[config.mk]
export PLATFORM = sky130hd
export DESIGN_NAME = sup_rst_seq
export DESIGN_NICKNAME = d
export VERILOG_FILES = /design/src/rtl/sup_pkg.sv /design/src/rtl/sup_elapsed_ctr.sv /design/src/rtl/sup_restart_det.sv /design/src/rtl/sup_period_map.sv /design/src/rtl/sup_rst_seq.sv
export SDC_FILE = /design/constraint.sdc
export NUM_CORES = 1
export LEC_CHECK = 0
export BUFFER_PORTS_ARGS = -buffer_cell sky130_fd_sc_hd__buf_4
export CAP_MARGIN = 20
export CORE_MARGIN = 4
export CORE_UTILIZATION = 45
export DETAILED_ROUTE_END_ITERATION = 6
export PLACE_DENSITY = 0.58
export SLEW_MARGIN = 20
export SYNTH_ARGS = -nofsm -noshare
export SYNTH_HDL_FRONTEND = slang
export SYNTH_SLANG_ARGS = --single-unit
[constraint.sdc]
create_clock -name clk -period 2.6 [get_ports clk]
set_input_delay 0.13 -clock clk [delete_from_list [all_inputs] [get_ports clk]]
set_output_delay 0.13 -clock clk [all_outputs]
set_load 0.02 [all_outputs]
[src/rtl/sup_pkg.sv]
package sup_pkg;
    typedef enum logic [1:0] {
        SUP_HOLD   = 2'd0,
        SUP_SETTLE = 2'd1,
        SUP_RUN    = 2'd2,
        SUP_PULSE  = 2'd3
    } sup_state_e;

    typedef enum logic [1:0] {
        WD_LONG  = 2'b00,
        WD_MID   = 2'b01,
        WD_SHORT = 2'b10,
        WD_OFF   = 2'b11
    } wd_code_e;
endpackage

[src/rtl/sup_elapsed_ctr.sv]
module sup_elapsed_ctr #(
    parameter int CW = 8
) (
    input  logic          clk,
    input  logic          rst_n,
    input  logic          clr,
    output logic [CW-1:0] count
);
    // Saturating up-counter; clr has priority.
    always_ff @(posedge clk or negedge rst_n) begin
        if (!rst_n)
            count <= '0;
        else if (clr)
            count <= '0;
        else if (count != {CW{1'b1}})
            count <= count + 1'b1;
    end
endmodule

[src/rtl/sup_restart_det.sv]
module sup_restart_det (
    input  logic clk,
    input  logic rst_n,
    input  logic abort,
    input  logic start,
    input  logic stop,
    output logic restart
);
    logic armed_q;

    // A start arms; a later stop fires and disarms. Abort drops the arm.
    always_ff @(posedge clk or negedge rst_n) begin
        if (!rst_n)
            armed_q <= 1'b0;
        else if (abort)
            armed_q <= 1'b0;
        else
            armed_q <= start | (armed_q & ~stop);
    end

    assign restart = armed_q & stop & ~abort;
endmodule

[src/rtl/sup_period_map.sv]
module sup_period_map
    import sup_pkg::*;
#(
    parameter int TICKS_PER_MS = 25000,
    parameter int LONG_MS      = 1400,
    parameter int MID_MS       = 600,
    parameter int SHORT_MS     = 200,
    parameter int CW           = 26
) (
    input  logic [1:0]    code,
    output logic [CW-1:0] limit,
    output logic          enable
);
    localparam logic [CW-1:0] LONG_LIM  = CW'(LONG_MS  * TICKS_PER_MS - 1);
    localparam logic [CW-1:0] MID_LIM   = CW'(MID_MS   * TICKS_PER_MS - 1);
    localparam logic [CW-1:0] SHORT_LIM = CW'(SHORT_MS * TICKS_PER_MS - 1);

    always_comb begin
        enable = 1'b1;
        limit  = LONG_LIM;
        unique case (wd_code_e'(code))
            WD_LONG:  limit = LONG_LIM;
            WD_MID:   limit = MID_LIM;
            WD_SHORT: limit = SHORT_LIM;
            WD_OFF:   enable = 1'b0;
            default:  enable = 1'b0;
        endcase
    end
endmodule

[src/rtl/sup_rst_seq.sv]
module sup_rst_seq
    import sup_pkg::*;
#(
    parameter int TICKS_PER_MS = 25000,
    parameter int SETTLE_MS    = 200,
    parameter int PULSE_MS     = 200,
    parameter int WD_LONG_MS   = 1400,
    parameter int WD_MID_MS    = 600,
    parameter int WD_SHORT_MS  = 200,
    parameter bit ACTIVE_LOW   = 1'b1
) (
    input  logic       clk,
    input  logic       rst_n,
    input  logic       supply_ok,
    input  logic       bus_start,
    input  logic       bus_stop,
    input  logic [1:0] period_sel,
    output logic       reset_out,
    output logic       bus_hold
);
    localparam int MAX_MS0 = (SETTLE_MS > PULSE_MS) ? SETTLE_MS : PULSE_MS;
    localparam int MAX_MS1 = (MAX_MS0 > WD_LONG_MS) ? MAX_MS0 : WD_LONG_MS;
    localparam int MAX_MS2 = (MAX_MS1 > WD_MID_MS) ? MAX_MS1 : WD_MID_MS;
    localparam int MAX_MS  = (MAX_MS2 > WD_SHORT_MS) ? MAX_MS2 : WD_SHORT_MS;
    localparam int CW      = $clog2(MAX_MS * TICKS_PER_MS + 1);
    localparam logic [CW-1:0] SETTLE_LIM = CW'(SETTLE_MS * TICKS_PER_MS - 1);
    localparam logic [CW-1:0] PULSE_LIM  = CW'(PULSE_MS  * TICKS_PER_MS - 1);

    sup_state_e    st_q, st_nxt;
    logic [1:0]    code_q;
    logic [CW-1:0] cnt;
    logic [CW-1:0] wd_lim;
    logic          wd_en;
    logic          clr;
    logic          load_code;
    logic          restart;
    logic          rst_act;

    sup_elapsed_ctr #(.CW(CW)) u_ctr (
        .clk   (clk),
        .rst_n (rst_n),
        .clr   (clr),
        .count (cnt)
    );

    sup_restart_det u_kick (
        .clk     (clk),
        .rst_n   (rst_n),
        .abort   (rst_act),
        .start   (bus_start),
        .stop    (bus_stop),
        .restart (restart)
    );

    sup_period_map #(
        .TICKS_PER_MS (TICKS_PER_MS),
        .LONG_MS      (WD_LONG_MS),
        .MID_MS       (WD_MID_MS),
        .SHORT_MS     (WD_SHORT_MS),
        .CW           (CW)
    ) u_map (
        .code   (code_q),
        .limit  (wd_lim),
        .enable (wd_en)
    );

    // Next-state logic
    always_comb begin
        st_nxt    = st_q;
        clr       = 1'b0;
        load_code = 1'b0;
        if (!supply_ok) begin
            st_nxt = SUP_HOLD;
            clr    = 1'b1;
        end else begin
            unique case (st_q)
                SUP_HOLD: begin
                    st_nxt = SUP_SETTLE;
                    clr    = 1'b1;
                end
                SUP_SETTLE: begin
                    if (cnt == SETTLE_LIM) begin
                        st_nxt    = SUP_RUN;
                        clr       = 1'b1;
                        load_code = 1'b1;
                    end
                end
                SUP_RUN: begin
                    if (restart) begin
                        clr       = 1'b1;
                        load_code = 1'b1;
                    end else if (wd_en && cnt == wd_lim) begin
                        st_nxt = SUP_PULSE;
                        clr    = 1'b1;
                    end
                end
                SUP_PULSE: begin
                    if (cnt == PULSE_LIM) begin
                        st_nxt    = SUP_RUN;
                        clr       = 1'b1;
                        load_code = 1'b1;
                    end
                end
                default: begin
                    st_nxt = SUP_HOLD;
                    clr    = 1'b1;
                end
            endcase
        end
    end

    // State and latched period code
    always_ff @(posedge clk or negedge rst_n) begin
        if (!rst_n) begin
            st_q   <= SUP_HOLD;
            code_q <= WD_OFF;
        end else begin
            st_q <= st_nxt;
            if (load_code)
                code_q <= period_sel;
        end
    end

    // Outputs
    always_comb begin
        rst_act  = (st_q != SUP_RUN);
        bus_hold = rst_act;
    end

    generate
        if (ACTIVE_LOW) begin : g_low
            assign reset_out = ~rst_act;
        end else begin : g_high
            assign reset_out = rst_act;
        end
    endgenerate
endmodule

# Yosys cells after proc, flatten, opt, wreduce, memory -nomap -nowiden
# Cells that the tools add are included.
[totals]
out_inout_bits = 2
word_cells = 47
ff_bits = 31
inputBits = 7
[classes]
bitwise = 6
n_eq_ne = 13
mux = 18
reduce_logical = 5
addsub = 1
[op_table]
columns = ["operator", "n"]
rows = [
  ["2-to-1 mux 26 bit", 2],
  ["case mux 26 bit (2 select lines)", 1],
  ["adder 26 x 1 -> 26 bit (second input constant)", 1],
  ["equality test 26 x 23 -> 1 bit (second input constant)", 1],
  ["equality test 26 bit", 1],
  ["inequality test 26 bit (second input constant)", 1],
  ["equality test 2 bit (second input constant)", 4],
  ["2-to-1 mux 1 bit", 8],
  ["2-to-1 mux 2 bit", 4],
  ["inequality test 3 bit (second input constant)", 2],
  ["case mux 2 bit (3 select lines)", 1],
  ["equality test 2 x 1 -> 1 bit (second input constant)", 2],
  ["AND 1 bit", 3],
  ["inequality test 3 x 2 -> 1 bit (second input constant)", 1],
  ["case mux 1 bit (3 select lines)", 1],
  ["AND reduction 3 bit", 1],
  ["zero test 2 bit", 1],
  ["inequality test 2 bit (second input constant)", 1],
  ["NOT 1 bit", 2],
  ["case mux 1 bit (2 select lines)", 1],
  ["nonzero test 2 bit", 1],
  ["OR reduction 2 bit", 1],
  ["logical AND 1 bit", 1],
  ["OR 1 bit", 1],
]

# Depth between registers and ports, before layout
[logic_depth]
word_depth = 9
mapped_depth = 8
ltp_nobuf = 7

# Cells and area by module
# A second synthesis with hierarchy kept.
[unflattened]
cells_unflattened = 261
hier_area_um2 = 2446.1
[modules_own_cells]
columns = ["module", "cells_per_inst", "n_inst", "area_per_inst_um2", "seq_area_each_um2"]
rows = [
  ["sup_elapsed_ctr", 158, 1, 1530.2, 650.6],
  ["sup_rst_seq", 64, 1, 621.8, 102.6],
  ["sup_period_map", 33, 1, 242.7, 0.0],
  ["sup_restart_det", 6, 1, 51.3, 25.0],
]

# Worst setup path after synthesis
# OpenSTA, ideal clock, no wires.
[synth_timing]
path_kind = "reg2reg"
from = "register code_q[0]"
to = "register u_ctr.count[0]"
n_path_buf = 1
setup_slack_ns = 0.339
arrival_time_ns = 2.116
synth_period_minus_slack_ns = 2.261
required_ns = 2.455
setup_ns = 0.145
path_stages_with_launch = 9
cell_sequence = "dfstp_2 > inv_1 > ha_1 > nand2b_1 > o21ai_0 > o2111ai_1 > o31ai_2 > buf_2 > a211oi_1"
[synth_between]
elab_chain_len = 9
elab_cells_between_ends = 13
cone_classes = "4 x eq/ne; 7 x mux; 2 x reduce/logical"
[synth_rtl]
columns = ["item", "line", "text"]
rows = [
  ["start: declaration", "sup_rst_seq.sv:30", "logic [1:0] code_q;"],
  ["start signal: assignment", "sup_rst_seq.sv:120", "code_q <= period_sel;"],
  ["equality test 2 bit / equality test 2 x 1 -> 1 bit (equally long branches)", "sup_period_map.sv:21", "unique case (wd_code_e'(code))"],
  ["case mux 26 bit (2 select lines)", "sup_period_map.sv:21", ""],
  ["equality test 26 bit", "sup_rst_seq.sv:92", "end else if (wd_en && cnt == wd_lim) begin"],
  ["logical AND 1 bit *", "sup_rst_seq.sv:92", ""],
  ["2-to-1 mux 1 bit *", "sup_rst_seq.sv:92", ""],
  ["2-to-1 mux 1 bit *", "sup_rst_seq.sv:89", "if (restart) begin"],
  ["case mux 1 bit (3 select lines) *", "sup_rst_seq.sv:76", "unique case (st_q)"],
  ["2-to-1 mux 1 bit *", "sup_rst_seq.sv:72", "if (!supply_ok) begin"],
  ["2-to-1 mux 26 bit / nonzero test 2 bit (equally long branches)", "n/a", ""],
  ["end signal: assignment", "sup_elapsed_ctr.sv:16", "count <= count + 1'b1;"],
  ["end: declaration", "sup_elapsed_ctr.sv:7", "output logic [CW-1:0] count"],
]
# Mark *: on every way between the ends. The rest lies on a longest branch, timed or not.
# A chain may end at the register's enable or synchronous reset.

# Worst setup path in the final report
[layout_timing]
from = "register u_ctr.count[0]"
to = "register u_ctr.count[20]"
[layout_between]
elab_chain_len = 7
elab_cells_between_ends = 13
cone_classes = "1 x add/sub; 3 x eq/ne; 7 x mux; 2 x reduce/logical"
[layout_rtl]
columns = ["item"]
rows = [
  ["parallel branches: the longest is 7 deep, another holds adder 26 x 1 -> 26 bit"],
]
# Parallel ways; which one is timed is not known. The select of a mux whose other input is x is not followed.

==> impl_metrics.ini <==
[place]
port_buffers = 8
place_hpwl_um = 3609
place_area_mm2 = 0.002218
place_congestion = 0.8999
placedCellCount = 269
pre_cts_slack_ns = 0.2641

[floorplanning]
io-pin-count = 9
row_count = 24
initial_core_util_pct = 47.52
fp.dieH_um = 76.51
core-area_mm2 = 0.004444
die_area_mm2 = 0.005854
die_w_um = 76.51

[min_path]
hold_start = bus_start
min_path_type = input port to flip-flop
min_path_cells = 3
min_to = u_kick.armed_q$_DFF_PN0_

[synthesis]
syn_nets = 230
synth_flop_cell = dfrtp_1
yosysTopAreaCell = dfrtp_1
synthTopCellsByArea = dfrtp_1 34%, a211oi_1 9.6%, xnor2_1 8.3%, a2111oi_4 2.6%, dfstp_2 2.5%
ys_types = 49
syn-mean-instance-area_um2 = 9.644
ys_ff_latch = 31
synth_seq_area_share_pct = 36.85
synth_area_mm2 = 0.002112
synth_top_area_share_pct = 34.36
synth_warnings = 0
synth_async_sr_flop_share_pct = 100.0
netlist_instances = 219
synth_edf_count = 0

[setup_path]
critPathLaunchType = flip-flop
rrSetupSlack_ns = 0.26
ff2ff_path_depth = 6
crit_fanout = 27
slowest_delay_ns = 0.50
crit_chain = ha_1 > and2_1 > and3_1 > nand4_1 > nand3_2 > a211oi_1
reg2reg_to = u_ctr.count[20]$_DFFE_PN0P_
end_kind = flip-flop
worst_ep_required_time_ns = 2.77
r2r-start = u_ctr.count[0]$_DFFE_PN0P_
cp.arrival_ns = 2.51
critPathSlowestCell = nand3_2
critPathKind = flip-flop to flip-flop

[sta]
clock_skew_ns = 0.003860
period_needed_ns = 2.338
rsz0062_at_grt = false
slew_headroom_pct = 57.00
worst_slack_ns = 0.2620
clock.fmax_ghz = 0.4277
period_share_pct = 89.92
setup_viol = 0
finalHoldViolCount = 0
hold_slack_ns = 0.05954
slew_viol_final = 0
fin_setup_tns_ns = 0
tightest_slew_ns = 0.6397

[routing]
ant_nets = 0
wl_per_cell_um = 18.26
drt_iter0_drc = 110
first_pass_iters = 4
route.detailed.drc = 0
vias = 1779
via_per_inst = 6.399
drt_wl_total_um = 5077

[finish]
fin_nets = 236
final_cell_area_mm2 = 0.002328
diodes = 0
drive_gt1_share_pct = 19.03
area_growth_pct = 10.25
num-fill-cells = 420
fin_cells = 278
seqCellArea_um2 = 778.2
final_util_pct = 52.39
multi_input_area_mm2 = 0.001240

[clock_network]
cts_tree = done
clock-root-buffer = clkbuf_8
clock_sinks = 31
cts_inserted_buffers = 5
clock_path_buffers = 2
clk_latency_ns = 0.29
postCtsSetupBuffers = 0
htreeDepth = 2
cts.clk_slew.worst_paths_ns = 0.06

[grt]
grt_max_degree = 32
track_usage_pct = 19.28
antenna_found_initial = 0
grt_overflow_total = 0
grt_pass1_wl_um = 9094
grt_pass1_vias = 1855

[status]
outcome = finished, final reports clean

[run]
maxCapViolations = 0

[power]
total_power_mw = 0.9632
p_leak_nw = 0.7998
ir_drop_v = 0.0002305
powerDensity_mw_per_mm2 = 413.7
placed cells by master, fill, tap and decap left out, drive strengths merged, types with 2 or more instances in the layout:
cell and count:
a211oi 31, nand2 16, inv 9, a2111oi 6
nor3 5, xnor2 20, clkbuf 8, or4b 2
mux2 2, nor4 7, ha 4, nor2 9
nand3b 2, dfstp 2, or2 4, dfrtp 29
buf 13, a21oi 8, o21ai 3, nand3 9
a21boi 2, o22ai 2, and3 6, mux2i 3
nand2b 3, nand4 8
worst max-delay path: cells and delay by family, from the launching register on:
family,cells,cell delay (ns)
AO/OA/AOI/OAI,1,0.44
flip-flops,1,0.41
adder cells (fa/ha/maj),1,0.24
AND/OR/NAND/NOR,4,1.10
registers in the layout (all words and copies together) (netlist names):
| signal | count |
|---|---|
| u_ctr.count | 26 |
| code_q | 2 |
| st_q | 2 |
| u_kick.armed_q | 1 |
power by group:
| group | switching [mW] | internal (mW) | total, mW |
|---|---|---|---|
| clock | 0.176 | 0.241 | 0.417 |
| sequential | 0.00432 | 0.489 | 0.493 |
| combinational | 0.0346 | 0.0185 | 0.0531 |
cell usage after synthesis, types with 2 or more instances:
library cell  count
nand2b_1          3
a211oi_2          4
mux2_2            2
nand3_2           2
a211oi_1         27
ha_1              4
or4b_1            2
inv_1             9
buf_2             7
nor2_1            9
a2111oi_4         2
a21oi_1           8
o22ai_1           2
a2111oi_2         2
xnor2_1          20
nor4_1            5
nand3_1           7
nand2_2           2
dfstp_2           2
dfrtp_1          29
nand2_1          14
or2_2             3
nand3b_1          2
nand4_1           7
o21ai_0           3
and3_1            6
clkbuf_1          8
mux2i_1           3
nor3_1            5
worst max path at each step:
stage / slack [ns] / end / start
finish: 0.26 / u_ctr.count[20]$_DFFE_PN0P_ / u_ctr.count[0]$_DFFE_PN0P_
global route: 0.03 / u_ctr.count[2]$_DFFE_PN0P_ / u_ctr.count[0]$_DFFE_PN0P_
CTS: 0.26 / u_ctr.count[20]$_DFFE_PN0P_ / u_ctr.count[0]$_DFFE_PN0P_
detailed placement: 0.26 / u_ctr.count[25]$_DFFE_PN0P_ / u_ctr.count[0]$_DFFE_PN0P_
global placement: 0.32 / u_ctr.count[22]$_DFFE_PN0P_ / code_q[0]$_DFFE_PN1P_
floorplan: 0.34 / u_ctr.count[0]$_DFFE_PN0P_ / code_q[0]$_DFFE_PN1P_
layer usage:
layer	up-vias	track usage, %	wire length [um]
met3	10	4.374	270
met4	0	8.877	122
met2	48	30.49	2339
met5	-	0	0
li1	837	-	-
met1	884	24.94	2345
layout make-up:
class | count | area share (%)
Multi-Input combinational cell | 163 | 53.25
Sequential cell | 31 | 33.42
Timing Repair Buffer | 14 | 4.621
Clock buffer | 8 | 4.299
Tap cell | 52 | 2.794
Inverter | 10 | 1.612
cells by family after synthesis:
family / Yosys count / synth area share (%)
buffers and inverters: 25 / 4.857
multiplexers: 5 / 2.488
AND/OR/NAND/NOR: 78 / 22.51
AO/OA/AOI/OAI: 56 / 22.63
adder cells (fa/ha/maj): 4 / 2.370
flip-flops: 31 / 36.85
XOR/XNOR: 20 / 8.294
timing repair:
item / 4_1_cts / 5_1_grt
hold endpoints to repair: 29 / 0
hold buffers: 1 / 0
gates resized for setup: 0 / 0
(Power assumes the default switching activity.)
